[src/rtl/alu_exec_pkg.sv]
package alu_exec_pkg;

  typedef enum logic [3:0] {
    ALU_ADD,
    ALU_SUB,
    ALU_AND,
    ALU_OR,
    ALU_XOR,
    ALU_NOR,
    ALU_SLT,
    ALU_SLTU,
    ALU_MAX,
    ALU_MIN,
    ALU_LUI,
    ALU_CLZ,
    ALU_CLO,
    ALU_PASS
  } aluOpE;

  typedef struct packed {
    aluOpE op;
    logic  useImm;
    logic  zeroExtImm;
    logic  condMove;
    logic  moveOnZero;
    logic  illegal;
  } ctrlStrobesT;

  localparam int OPC_W   = 6;
  localparam int FUNC_W  = 6;
  localparam int REGIX_W = 5;
  localparam int IMM_W   = 16;

endpackage

[src/rtl/alu_lead_count.sv]
module alu_lead_count #(
  parameter int DATA_W = 32,
  localparam int CNT_W = $clog2(DATA_W + 1)
) (
  input  logic [DATA_W-1:0] word,
  output logic [CNT_W-1:0]  count
);

  always_comb begin
    count = CNT_W'(DATA_W);
    for (int i = 0; i < DATA_W; i++) begin
      if (word[i]) count = CNT_W'(DATA_W - 1 - i);
    end
    assert_count_bound_R9: assert (count <= CNT_W'(DATA_W))
      else $error("leading count above width");
    assert_msb_zero_count_R9: assert (!word[DATA_W-1] || count == '0)
      else $error("leading count nonzero with top bit set");
  end

endmodule

[src/rtl/alu_control.sv]
module alu_control
  import alu_exec_pkg::*;
(
  input  logic [OPC_W-1:0]   opcode,
  input  logic [FUNC_W-1:0]  funct,
  input  logic [REGIX_W-1:0] rtField,
  input  logic [REGIX_W-1:0] rdField,
  output ctrlStrobesT        strobes,
  output logic [REGIX_W-1:0] destIdx
);

  localparam logic [OPC_W-1:0] OPC_REG = '0;

  always_comb begin
    strobes            = '0;
    strobes.op         = ALU_PASS;
    if (opcode == OPC_REG) begin
      unique case (funct)
        6'd32, 6'd33: strobes.op = ALU_ADD;
        6'd34, 6'd35: strobes.op = ALU_SUB;
        6'd36:        strobes.op = ALU_AND;
        6'd37:        strobes.op = ALU_OR;
        6'd38:        strobes.op = ALU_XOR;
        6'd39:        strobes.op = ALU_NOR;
        6'd42:        strobes.op = ALU_SLT;
        6'd43:        strobes.op = ALU_SLTU;
        6'd44:        strobes.op = ALU_MAX;
        6'd45:        strobes.op = ALU_MIN;
        6'd22:        strobes.op = ALU_CLZ;
        6'd23:        strobes.op = ALU_CLO;
        6'd10: begin
          strobes.op         = ALU_PASS;
          strobes.condMove   = 1'b1;
          strobes.moveOnZero = 1'b1;
        end
        6'd11: begin
          strobes.op         = ALU_PASS;
          strobes.condMove   = 1'b1;
          strobes.moveOnZero = 1'b0;
        end
        default: strobes.illegal = 1'b1;
      endcase
    end else begin
      strobes.useImm = 1'b1;
      unique case (opcode)
        6'd8, 6'd9: strobes.op = ALU_ADD;
        6'd12: begin strobes.op = ALU_AND; strobes.zeroExtImm = 1'b1; end
        6'd13: begin strobes.op = ALU_OR;  strobes.zeroExtImm = 1'b1; end
        6'd14: begin strobes.op = ALU_XOR; strobes.zeroExtImm = 1'b1; end
        6'd10: strobes.op = ALU_SLT;
        6'd11: strobes.op = ALU_SLTU;
        6'd15: strobes.op = ALU_LUI;
        default: strobes.illegal = 1'b1;
      endcase
    end

    if (strobes.illegal)           destIdx = '0;
    else if (opcode == OPC_REG)    destIdx = rdField;
    else                           destIdx = rtField;

    assert_illegal_no_dest_R12: assert (!strobes.illegal || destIdx == '0)
      else $error("illegal encoding carries a destination");
    assert_imm_form_no_cmove_R10: assert (opcode == OPC_REG || !strobes.condMove)
      else $error("conditional move decoded outside register form");
  end

endmodule

[src/rtl/alu_datapath.sv]
module alu_datapath
  import alu_exec_pkg::*;
#(
  parameter int DATA_W = 32,
  localparam int CNT_W = $clog2(DATA_W + 1)
) (
  input  ctrlStrobesT        strobes,
  input  logic [IMM_W-1:0]   imm,
  input  logic [REGIX_W-1:0] destIdx,
  input  logic [DATA_W-1:0]  srcA,
  input  logic [DATA_W-1:0]  srcB,
  output logic [DATA_W-1:0]  result,
  output logic               wrEn
);

  logic [DATA_W-1:0] lzIn;
  logic [CNT_W-1:0]  lzCount;
  logic [DATA_W-1:0] immExt;
  logic [DATA_W-1:0] opB;
  logic [DATA_W-1:0] rawRes;
  logic              condOk;
  logic              aLtBSigned;
  logic              aLtBUnsigned;

  assign lzIn = (strobes.op == ALU_CLO) ? ~srcA : srcA;

  alu_lead_count #(.DATA_W(DATA_W)) uLeadCount (
    .word  (lzIn),
    .count (lzCount)
  );

  always_comb begin
    if (strobes.zeroExtImm) immExt = {{(DATA_W-IMM_W){1'b0}}, imm};
    else                    immExt = {{(DATA_W-IMM_W){imm[IMM_W-1]}}, imm};
    opB          = strobes.useImm ? immExt : srcB;
    aLtBSigned   = $signed(srcA) < $signed(opB);
    aLtBUnsigned = srcA < opB;

    unique case (strobes.op)
      ALU_ADD:  rawRes = srcA + opB;
      ALU_SUB:  rawRes = srcA - opB;
      ALU_AND:  rawRes = srcA & opB;
      ALU_OR:   rawRes = srcA | opB;
      ALU_XOR:  rawRes = srcA ^ opB;
      ALU_NOR:  rawRes = ~(srcA | opB);
      ALU_SLT:  rawRes = DATA_W'(aLtBSigned);
      ALU_SLTU: rawRes = DATA_W'(aLtBUnsigned);
      ALU_MAX:  rawRes = aLtBSigned ? opB : srcA;
      ALU_MIN:  rawRes = aLtBSigned ? srcA : opB;
      ALU_LUI:  rawRes = {imm, {(DATA_W-IMM_W){1'b0}}};
      ALU_CLZ, ALU_CLO: rawRes = DATA_W'(lzCount);
      default:  rawRes = srcA;
    endcase

    condOk = !strobes.condMove || ((srcB == '0) == strobes.moveOnZero);
    wrEn   = !strobes.illegal && (destIdx != '0) && condOk;
    result = strobes.illegal ? '0 : rawRes;

    assert_no_zero_write_R11: assert (!wrEn || destIdx != '0)
      else $error("write enabled toward register zero");
    assert_illegal_quiet_R12: assert (!strobes.illegal || (!wrEn && result == '0))
      else $error("illegal encoding produced a write");
    assert_cmp_is_bit_R7: assert (!(strobes.op inside {ALU_SLT, ALU_SLTU})
                                  || strobes.illegal || result[DATA_W-1:1] == '0)
      else $error("comparison result wider than one bit");
    assert_cmove_cond_R10: assert (!(strobes.condMove && wrEn)
                                   || ((srcB == '0) == strobes.moveOnZero))
      else $error("conditional move wrote with failed condition");
    if (!strobes.illegal && strobes.op == ALU_MAX) begin
      assert_max_bound_R8: assert ($signed(result) >= $signed(srcA)
                                   && $signed(result) >= $signed(opB)
                                   && (result == srcA || result == opB))
        else $error("max result does not bound operands");
    end
    if (!strobes.illegal && strobes.op == ALU_MIN) begin
      assert_min_bound_R8: assert ($signed(result) <= $signed(srcA)
                                   && $signed(result) <= $signed(opB)
                                   && (result == srcA || result == opB))
        else $error("min result does not bound operands");
    end
  end

endmodule

[src/rtl/risc_alu_exec.sv]
module risc_alu_exec
  import alu_exec_pkg::*;
#(
  parameter int DATA_W = 32
) (
  input  logic [31:0]        instr,
  input  logic [DATA_W-1:0]  srcA,
  input  logic [DATA_W-1:0]  srcB,
  output logic [DATA_W-1:0]  result,
  output logic [REGIX_W-1:0] destIdx,
  output logic               wrEn,
  output logic               unimpl
);

  ctrlStrobesT strobes;
  logic        unusedRsField;

  assign unusedRsField = ^instr[25:21];

  alu_control uControl (
    .opcode  (instr[31:26]),
    .funct   (instr[5:0]),
    .rtField (instr[20:16]),
    .rdField (instr[15:11]),
    .strobes (strobes),
    .destIdx (destIdx)
  );

  alu_datapath #(.DATA_W(DATA_W)) uDatapath (
    .strobes (strobes),
    .imm     (instr[15:0]),
    .destIdx (destIdx),
    .srcA    (srcA),
    .srcB    (srcB),
    .result  (result),
    .wrEn    (wrEn)
  );

  assign unimpl = strobes.illegal;

endmodule

[config.mk]
export PLATFORM = sky130hd
export DESIGN_NAME = risc_alu_exec
export DESIGN_NICKNAME = d
export VERILOG_FILES = /design/src/rtl/alu_exec_pkg.sv /design/src/rtl/alu_lead_count.sv /design/src/rtl/alu_control.sv /design/src/rtl/alu_datapath.sv /design/src/rtl/risc_alu_exec.sv
export SDC_FILE = /design/constraint.sdc
export NUM_CORES = 1
export LEC_CHECK = 0
export BUFFER_PORTS_ARGS = -buffer_cell sky130_fd_sc_hd__buf_2
export CAP_MARGIN = 20
export CELL_PAD_IN_SITES_DETAIL_PLACEMENT = 1
export CELL_PAD_IN_SITES_GLOBAL_PLACEMENT = 1
export CORE_MARGIN = 2
export CORE_UTILIZATION = 35
export DETAILED_ROUTE_END_ITERATION = 16
export PLACE_DENSITY = 0.76
export SLEW_MARGIN = 10
export SYNTH_ARGS = -nofsm -noshare
export SYNTH_HDL_FRONTEND = slang
export SYNTH_HIERARCHICAL = 1
export SYNTH_SLANG_ARGS = --single-unit
export TNS_END_PERCENT = 30
[constraint.sdc]
create_clock -name vclk -period 19.06
set_input_delay 3.812 -clock vclk [all_inputs]
set_output_delay 3.812 -clock vclk [all_outputs]
set_load 0.03 [all_outputs]
==> results of run 1 <==
[worst min path at each step]
stage | startpoint | endpoint | slack [ps] | cells past startpoint
2_1_floorplan | srcA[31] | result[31] | 7840 | 2
3_3_place_gp | srcA[6] | result[6] | 8020 | 4
3_5_place_dp | instr[18] | destIdx[2] | 8030 | 3
4_1_cts | instr[18] | destIdx[2] | 8030 | 3
5_1_grt | instr[20] | destIdx[4] | 8050 | 3
6_report | instr[18] | destIdx[2] | 8030 | 3
[stage by stage]
| stage | power [mW] | hold WS (ps) | worst slack, ps | area [um2] | utilization, % |
|---|---|---|---|---|---|
| 2_1_floorplan | 0.170 | 7840 | 6830 | 7990 | - |
| 3_3_place_gp | 0.244 | 8020 | 5610 | 8780 | 39.0 |
| 3_5_place_dp | 0.250 | 8030 | 5500 | 8800 | 39.1 |
| 4_1_cts | 0.251 | 8030 | 5470 | 8800 | 39.1 |
| 5_1_grt | 0.278 | 8050 | 4800 | 8800 | 39.1 |
| 6_report | 0.258 | 8030 | 5290 | 8800 | 39.1 |
[cells in the mapped netlist, drive strengths merged, types with 21 or more instances]
| library cell | n |
|---|---|
| a21oi | 149 |
| nor2 | 120 |
| inv | 107 |
| ha | 99 |
| o21ai | 96 |
| nand2 | 92 |
| clkbuf | 65 |
| xnor2 | 36 |
| nor3 | 32 |
| nor4 | 31 |
| o22ai | 30 |
| a211oi | 25 |
| buf | 23 |
| a221oi | 21 |
[cells by family after synthesis]
logic type | after synthesis
xor+xnor | 41
buf+inv | 195
simple gates | 374
fa+ha+maj | 102
compound gates | 522
mux | 20
[metal layers]
| layer | vias to the layer above | routed length [um] | GRT usage, % | part of all wire [%] |
|---|---|---|---|---|
| met2 | 489 | 17900 | 52.1 | 45 |
| met1 | 5133 | 17000 | 41.6 | 43 |
| li1 | 4804 | - | - | - |
| met5 | - | 0 | 0 | 0 |
| met4 | 0 | 1480 | 10.1 | 3.7 |
| met3 | 105 | 3150 | 4.48 | 8.0 |
[power breakdown]
group          switching [mW]  leakage, nW  internal [mW]  total [mW]
clock network               0            0              0           0
registers                   0            0              0           0
logic                   0.174         3.85         0.0843       0.258
total                   0.174         3.85         0.0843       0.258
[layout make-up]
type                       instances  area [um2]
fill                            3041       13700
multi-input combinational       1059        7270
timing repair buffer             144         776
inverter                         107         402
tap                              285         357
==> flow_summary.yaml, run 1 <==
worst_hold_path:
  hold_path_class: "primary input to output pin"
power_and_ir_drop:
  ir_drop_v: 0.00000964
  power_density_mw_per_mm2: 29.3
  power.leakage_nw: 3.85
synthesis:
  synth_top_family_by_area: "compound AO/OA/AOI/OAI gates"
  synth_nets: 1451
  synth_area_mm2: 0.00799
  avgSynthCellArea_um2: 6.37
  synthXorXnorAreaFrac_pct: 4.73
  synth_top_area_share_pct: 15.5
  synth-simple-area-share_pct: 23.4
  yosysWarnings: 6
  synthTopCellsByArea: "ha_1 16%, a21oi_1 9.3%, o21ai_0 5.5%"
  yosys.area_share.adder_pct: 16.1
  synth_cell_types: 91
  synthMuxAreaShare_pct: 2.54
  ys_seq_area_share_pct: 0
  synth_top_cell_by_area: "ha_1"
  synth_compound_area_share_pct: 43.7
  syn_inst: 1254
critical_path:
  crit_path_end: "result[13]"
  cp.arrival_ps: 9950
  cp_num_buf_inv: 4
  crit_cells: 19
  cp-end-kind: "output pin"
  slowest_stage: "ha_1"
  crit_fanout: 38
  crit_family: "compound AO/OA/AOI/OAI gates"
  slowest_delay_ps: 720
  cp-start-kind: "primary input"
  crit_start: "instr[26]"
  cp_cell_sequence: "buf_2 > nor2_1 > nand3_4 > o21ai_1 > buf_4 > o21ai_0 > ha_1 > inv_1 > nor2_1 > a2111oi_0 > a211oi_1 > a2111oi_4 > o31ai_4 > xor2_4 > nand2_2 > o21ai_0 > o21ai_0 > a21oi_1 > buf_2"
  critical_path_class: "primary input to output pin"
  cpMostUsedCell: "o21ai_0"
  cp.required_ps: 15250
sta:
  hold_viol_final: 0
  setup_violations: 0
  rsz0062_at_grt: "no"
  fin_crit_ps: 13770
  slew_violations: 0
  finalCritPeriodShare_pct: 72.2
  relSlewSlack_pct: 20.3
  worst_pin_slew_ps: 1190
  fmax_mhz: 72.6
  finalSetupTns_ps: 0
die:
  core-area_mm2: 0.0225
  die_area_mm2: 0.0240
  io-pin-count: 135
  start_util_pct: 35.5
  die_y_um: 155
  rows: 55
  die_width_um: 155
finish:
  num_antenna_cells: 0
  finalNonFillerCells: 1595
  layout.nets: 1509
  seq_area_um2: 0
  layout_commonest_cell: "a21oi_1"
  syn_to_final_growth_pct: 10.2
  mostFrequentLayoutCells: "147 x a21oi_1, 130 x buf_2, 116 x nor2_1"
  seq_cell_count: 0
  nClkBuffers: 0
  drive_gt1_share_pct: 14.7
routing:
  vias: 10531
  drcViolationCount: 0
  wl_per_cell_um: 24.7
  dr.pass1.iters: 5
  wl_mm: 39.4
  drt_iter0_drc: 987
  antenna_left: 0
  viasPerCell: 6.60
placement:
  dp.cells: 1595
  hpwl_mm: 30.2
  port_buffers: 130
  gp_congestion: 0.972
job:
  drv_cap: 0
grt:
  grt_max_degree: 87
  grt_usage_pct: 31.3
  grt_pass1_vias: 10245
  grt_antenna_before_repair: 0
  grt_first_pass_wirelength_mm: 60.1
  gr-total-overflow: 0
clocking:
  cts_resized: 0
  post-cts-setup-buffer-count: 0
  postCtsHoldBufs: 0
status:
  status: "finished, final reports clean"
No activity file was read; power rests on OpenSTA's default activity.
==> run 2: changes to the inputs <==
==> constraint.sdc (replaced) <==
create_clock -name vclk -period 14.1
set_input_delay 2.82 -clock vclk [all_inputs]
set_output_delay 2.82 -clock vclk [all_outputs]
set_load 0.03 [all_outputs]
==> run 2 against run 1 <==
Combinational power grew 35%; first-iteration DRC count grew 7.7%; global-route usage decreased by 0.39 points; final area is essentially flat; hold slack worse by 2000 ps; count of clock-buffer cells in the layout is the same; total power up 35%; setup slack lost 3000 ps; via count up 0.34%; core utilization hardly changed; flip-flop and latch count is the same; sequential share of layout area did not move.
==> flow_summary.yaml, run 2 (synthesis results as in run 1) <==
routing:
  wl_mm: 39.2
  antenna_left: 0
  dr.pass1.iters: 7
  drt_iter0_drc: 1063
  viasPerCell: 6.62
  wl_per_cell_um: 24.6
  vias: 10567
  drcViolationCount: 0
sta:
  slew_violations: 0
  fin_crit_ps: 11850
  finalSetupTns_ps: 0
  worst_pin_slew_ps: 1040
  rsz0062_at_grt: "no"
  relSlewSlack_pct: 30.2
  finalCritPeriodShare_pct: 84.1
  setup_violations: 0
  fmax_mhz: 84.4
  whs_ps: 6040
  fin_ws_ps: 2250
  hold_viol_final: 0
status:
  status: "finished, final reports clean"
finish:
  syn_to_final_growth_pct: 10.3
  layout.nets: 1510
  seq_cell_count: 0
  fin_util_pct: 39.2
  nClkBuffers: 0
  drive_gt1_share_pct: 14.7
  layout_commonest_cell: "a21oi_1"
  mostFrequentLayoutCells: "147 x a21oi_1, 130 x buf_2, 116 x nor2_1"
  finalNonFillerCells: 1597
  seq_area_um2: 0
clocking:
  postCtsHoldBufs: 0
  post-cts-setup-buffer-count: 0
  cts_resized: 0
worst_hold_path:
  hold_path_class: "primary input to output pin"
  min_from: "instr[18]"
die:
  die_width_um: 155
  io-pin-count: 135
  die_area_mm2: 0.0240
  die_y_um: 155
  core-area_mm2: 0.0225
  rows: 55
  start_util_pct: 35.5
grt:
  grt_usage_pct: 30.9
  grt_first_pass_wirelength_mm: 58.7
  grt_max_degree: 87
  grt_pass1_vias: 10114
  gr-total-overflow: 0
  grt_antenna_before_repair: 1
placement:
  dp.cells: 1595
  gp_congestion: 0.977
  hpwl_mm: 30.0
  port_buffers: 130
  dp_slack_ps: 2530
job:
  drv_cap: 0
power_and_ir_drop:
  power.leakage_nw: 3.85
  power_density_mw_per_mm2: 39.5
  ir_drop_v: 0.0000134
critical_path:
  cp.arrival_ps: 9030
  cp-start-kind: "primary input"
  critical_path_class: "primary input to output pin"
  cp.required_ps: 11280
  cp-end-kind: "output pin"
  crit_start: "instr[26]"
  crit_fanout: 38
[run 2: final cells by class]
cell class | instances | area, um2
Multi-Input combinational cell | 1059 | 7270
Tap cell | 285 | 357
Antenna cell | 1 | 2.50
Timing Repair Buffer | 145 | 781
Fill cell | 2996 | 13700
Inverter | 107 | 402
[run 2: worst paths after layout]
path              cells past startpoint    endpoint  slack [ps]
setup / recovery                     19  result[13]        2250
hold / removal                        3  destIdx[2]        6040
[run 2: power breakdown]
group          internal (mW)  leakage (nW)     total [mW]  switching [mW]
Sequential                 0             0              0               0
Clock          0.00000000271    0.00000634  0.00000000272               0
Combinational          0.114          3.85          0.348           0.235
[run 2: worst max-delay path, stage by stage]
cell and delay, ps:
buf_2 140, nor2_1 180, nand3_4 520, mux2i_1 480
inv_1 110, ha_1 240, fa_1 440, nor2_1 170
o221ai_1 250, a211oi_1 760, o211ai_2 270, a2111oi_4 510
o31ai_4 170, xor2_4 370, nand2_2 510, o21ai_0 570
o21ai_0 140, a21oi_1 150, buf_2 210
[run 2: stage by stage]
stage	instance area [um2]	power (mW)
after floorplan	7990	0.230
after global placement	8780	0.330
after detailed placement	8800	0.337
after CTS	8800	0.339
after global routing	8810	0.375
final	8810	0.348
[run 2: routing by layer]
layer | track usage [%] | routed length (um) | part of all wire (%) | vias up
li1 | - | - | - | 4794
met1 | 40.5 | 16600 | 42 | 5140
met2 | 50.9 | 17700 | 45 | 526
met3 | 5.38 | 3420 | 8.7 | 107
met4 | 11.1 | 1540 | 3.9 | 0
met5 | 0 | 0 | 0 | -
==> run 3: changes to the inputs <==
==> constraint.sdc (replaced) <==
create_clock -name vclk -period 11.5
set_input_delay 2.3 -clock vclk [all_inputs]
set_output_delay 2.3 -clock vclk [all_outputs]
set_load 0.03 [all_outputs]
==> run 3 against run 2 <==
Cell count grew 0.50%; global-route usage grew 0.51 points; count of clock-buffer cells in the layout is the same; wire length grew 0.68%; total power grew 23%; non-clock buffer count grew 9; sequential share of layout area is the same; flip-flop and latch count is the same; largest power group unchanged.
==> flow_summary.yaml, run 3 (synthesis results as in run 1) <==
critical_path:
  crit_family: "compound AO/OA/AOI/OAI gates"
  cp_cell_sequence: "buf_2 > nor2_1 > nand3_4 > buf_4 > mux2i_1 > inv_1 > ha_1 > fa_1 > nor2_1 > o221ai_1 > a211oi_1 > buf_4 > o211ai_2 > a2111oi_4 > o31ai_4 > xor2_4 > nand2_2 > o21ai_0 > o21ai_0 > a21oi_1 > buf_2"
  cp-start-kind: "primary input"
  cp-end-kind: "output pin"
  cp.required_ps: 9200
  slowest_delay_ps: 530
  critical_path_class: "primary input to output pin"
  slowest_stage: "o21ai_0"
  cp_num_buf_inv: 5
  crit_fanout: 20
  cp.arrival_ps: 7990
grt:
  grt_pass1_vias: 10435
  gr-total-overflow: 0
  grt_antenna_before_repair: 2
  grt_usage_pct: 31.4
  grt_first_pass_wirelength_mm: 59.7
  grt_max_degree: 86
die:
  core-area_mm2: 0.0225
  die_y_um: 155
  die_width_um: 155
  io-pin-count: 135
  rows: 55
  start_util_pct: 35.5
  die_area_mm2: 0.0240
finish:
  seq_area_um2: 0
  layout_commonest_cell: "a21oi_1"
  nClkBuffers: 0
  num-fill-cells: 3003
  layout.nets: 1519
  fin_util_pct: 39.4
  syn_to_final_growth_pct: 11.1
  seq_cell_count: 0
  drive_gt1_share_pct: 15.2
  num_antenna_cells: 0
  mostFrequentLayoutCells: "147 x a21oi_1, 130 x buf_2, 116 x nor2_1"
power_and_ir_drop:
  power_density_mw_per_mm2: 48.5
  p_total_mw: 0.430
  power.leakage_nw: 3.89
  ir_drop_v: 0.0000172
routing:
  antenna_left: 0
  wl_mm: 39.5
  wl_per_cell_um: 24.6
  vias: 10666
  drcViolationCount: 0
  dr.pass1.iters: 5
  viasPerCell: 6.65
  drt_iter0_drc: 1113
sta:
  fin_crit_ps: 10290
  relSlewSlack_pct: 35.2
  rsz0062_at_grt: "no"
  worst_pin_slew_ps: 971
  slew_violations: 0
  finalSetupTns_ps: 0
  whs_ps: 5000
  setup_violations: 0
  hold_viol_final: 0
  finalCritPeriodShare_pct: 89.4
  fmax_mhz: 97.2
placement:
  gp_congestion: 1.00
  hpwl_mm: 30.2
  port_buffers: 130
clocking:
  postCtsHoldBufs: 0
  cts_resized: 0
  post-cts-setup-buffer-count: 0
status:
  status: "finished, final reports clean"
job:
  drv_cap: 0
worst_hold_path:
  hold_path_class: "primary input to output pin"
-- run 3: stage by stage --
stage / setup WS (ps) / cells / cell area, um2
2_1_floorplan: 2300 / 1254 / 7990
3_3_place_gp: 1500 / 1603 / 8840
3_5_place_dp: 1400 / 1603 / 8840
4_1_cts: 1360 / 1603 / 8840
5_1_grt: 877 / 1605 / 8870
6_report: 1210 / 1605 / 8870
-- run 3: routing by layer --
layer / routed length, um / track usage [%] / up-vias / share of wire (%)
met5: 7 / 0 / - / 0.018
met4: 1760 / 13.1 / 2 / 4.4
met3: 3600 / 5.04 / 117 / 9.1
met2: 17400 / 50.2 / 543 / 44
met1: 16800 / 41.9 / 5192 / 42
li1: - / - / 4812 / -
-- run 3: cell type report --
class	count	area, um2	share of cell area (%)
inverters	107	402	4.53
multi-input cells	1059	7270	81.9
well taps	285	357	4.02
repair buffers	154	848	9.56
-- run 3: worst paths after layout --
| kind | slack, ps | to | depth (start not counted) | from |
|---|---|---|---|---|
| max | 1210 | result[13] | 21 | instr[26] |
| min | 5000 | destIdx[1] | 3 | instr[17] |
-- run 3: power breakdown --
group	internal, mW	total (mW)	leakage (nW)	switching [mW]
registers	0	0	0	0
logic	0.141	0.430	3.89	0.289
clock network	0	0	0	0
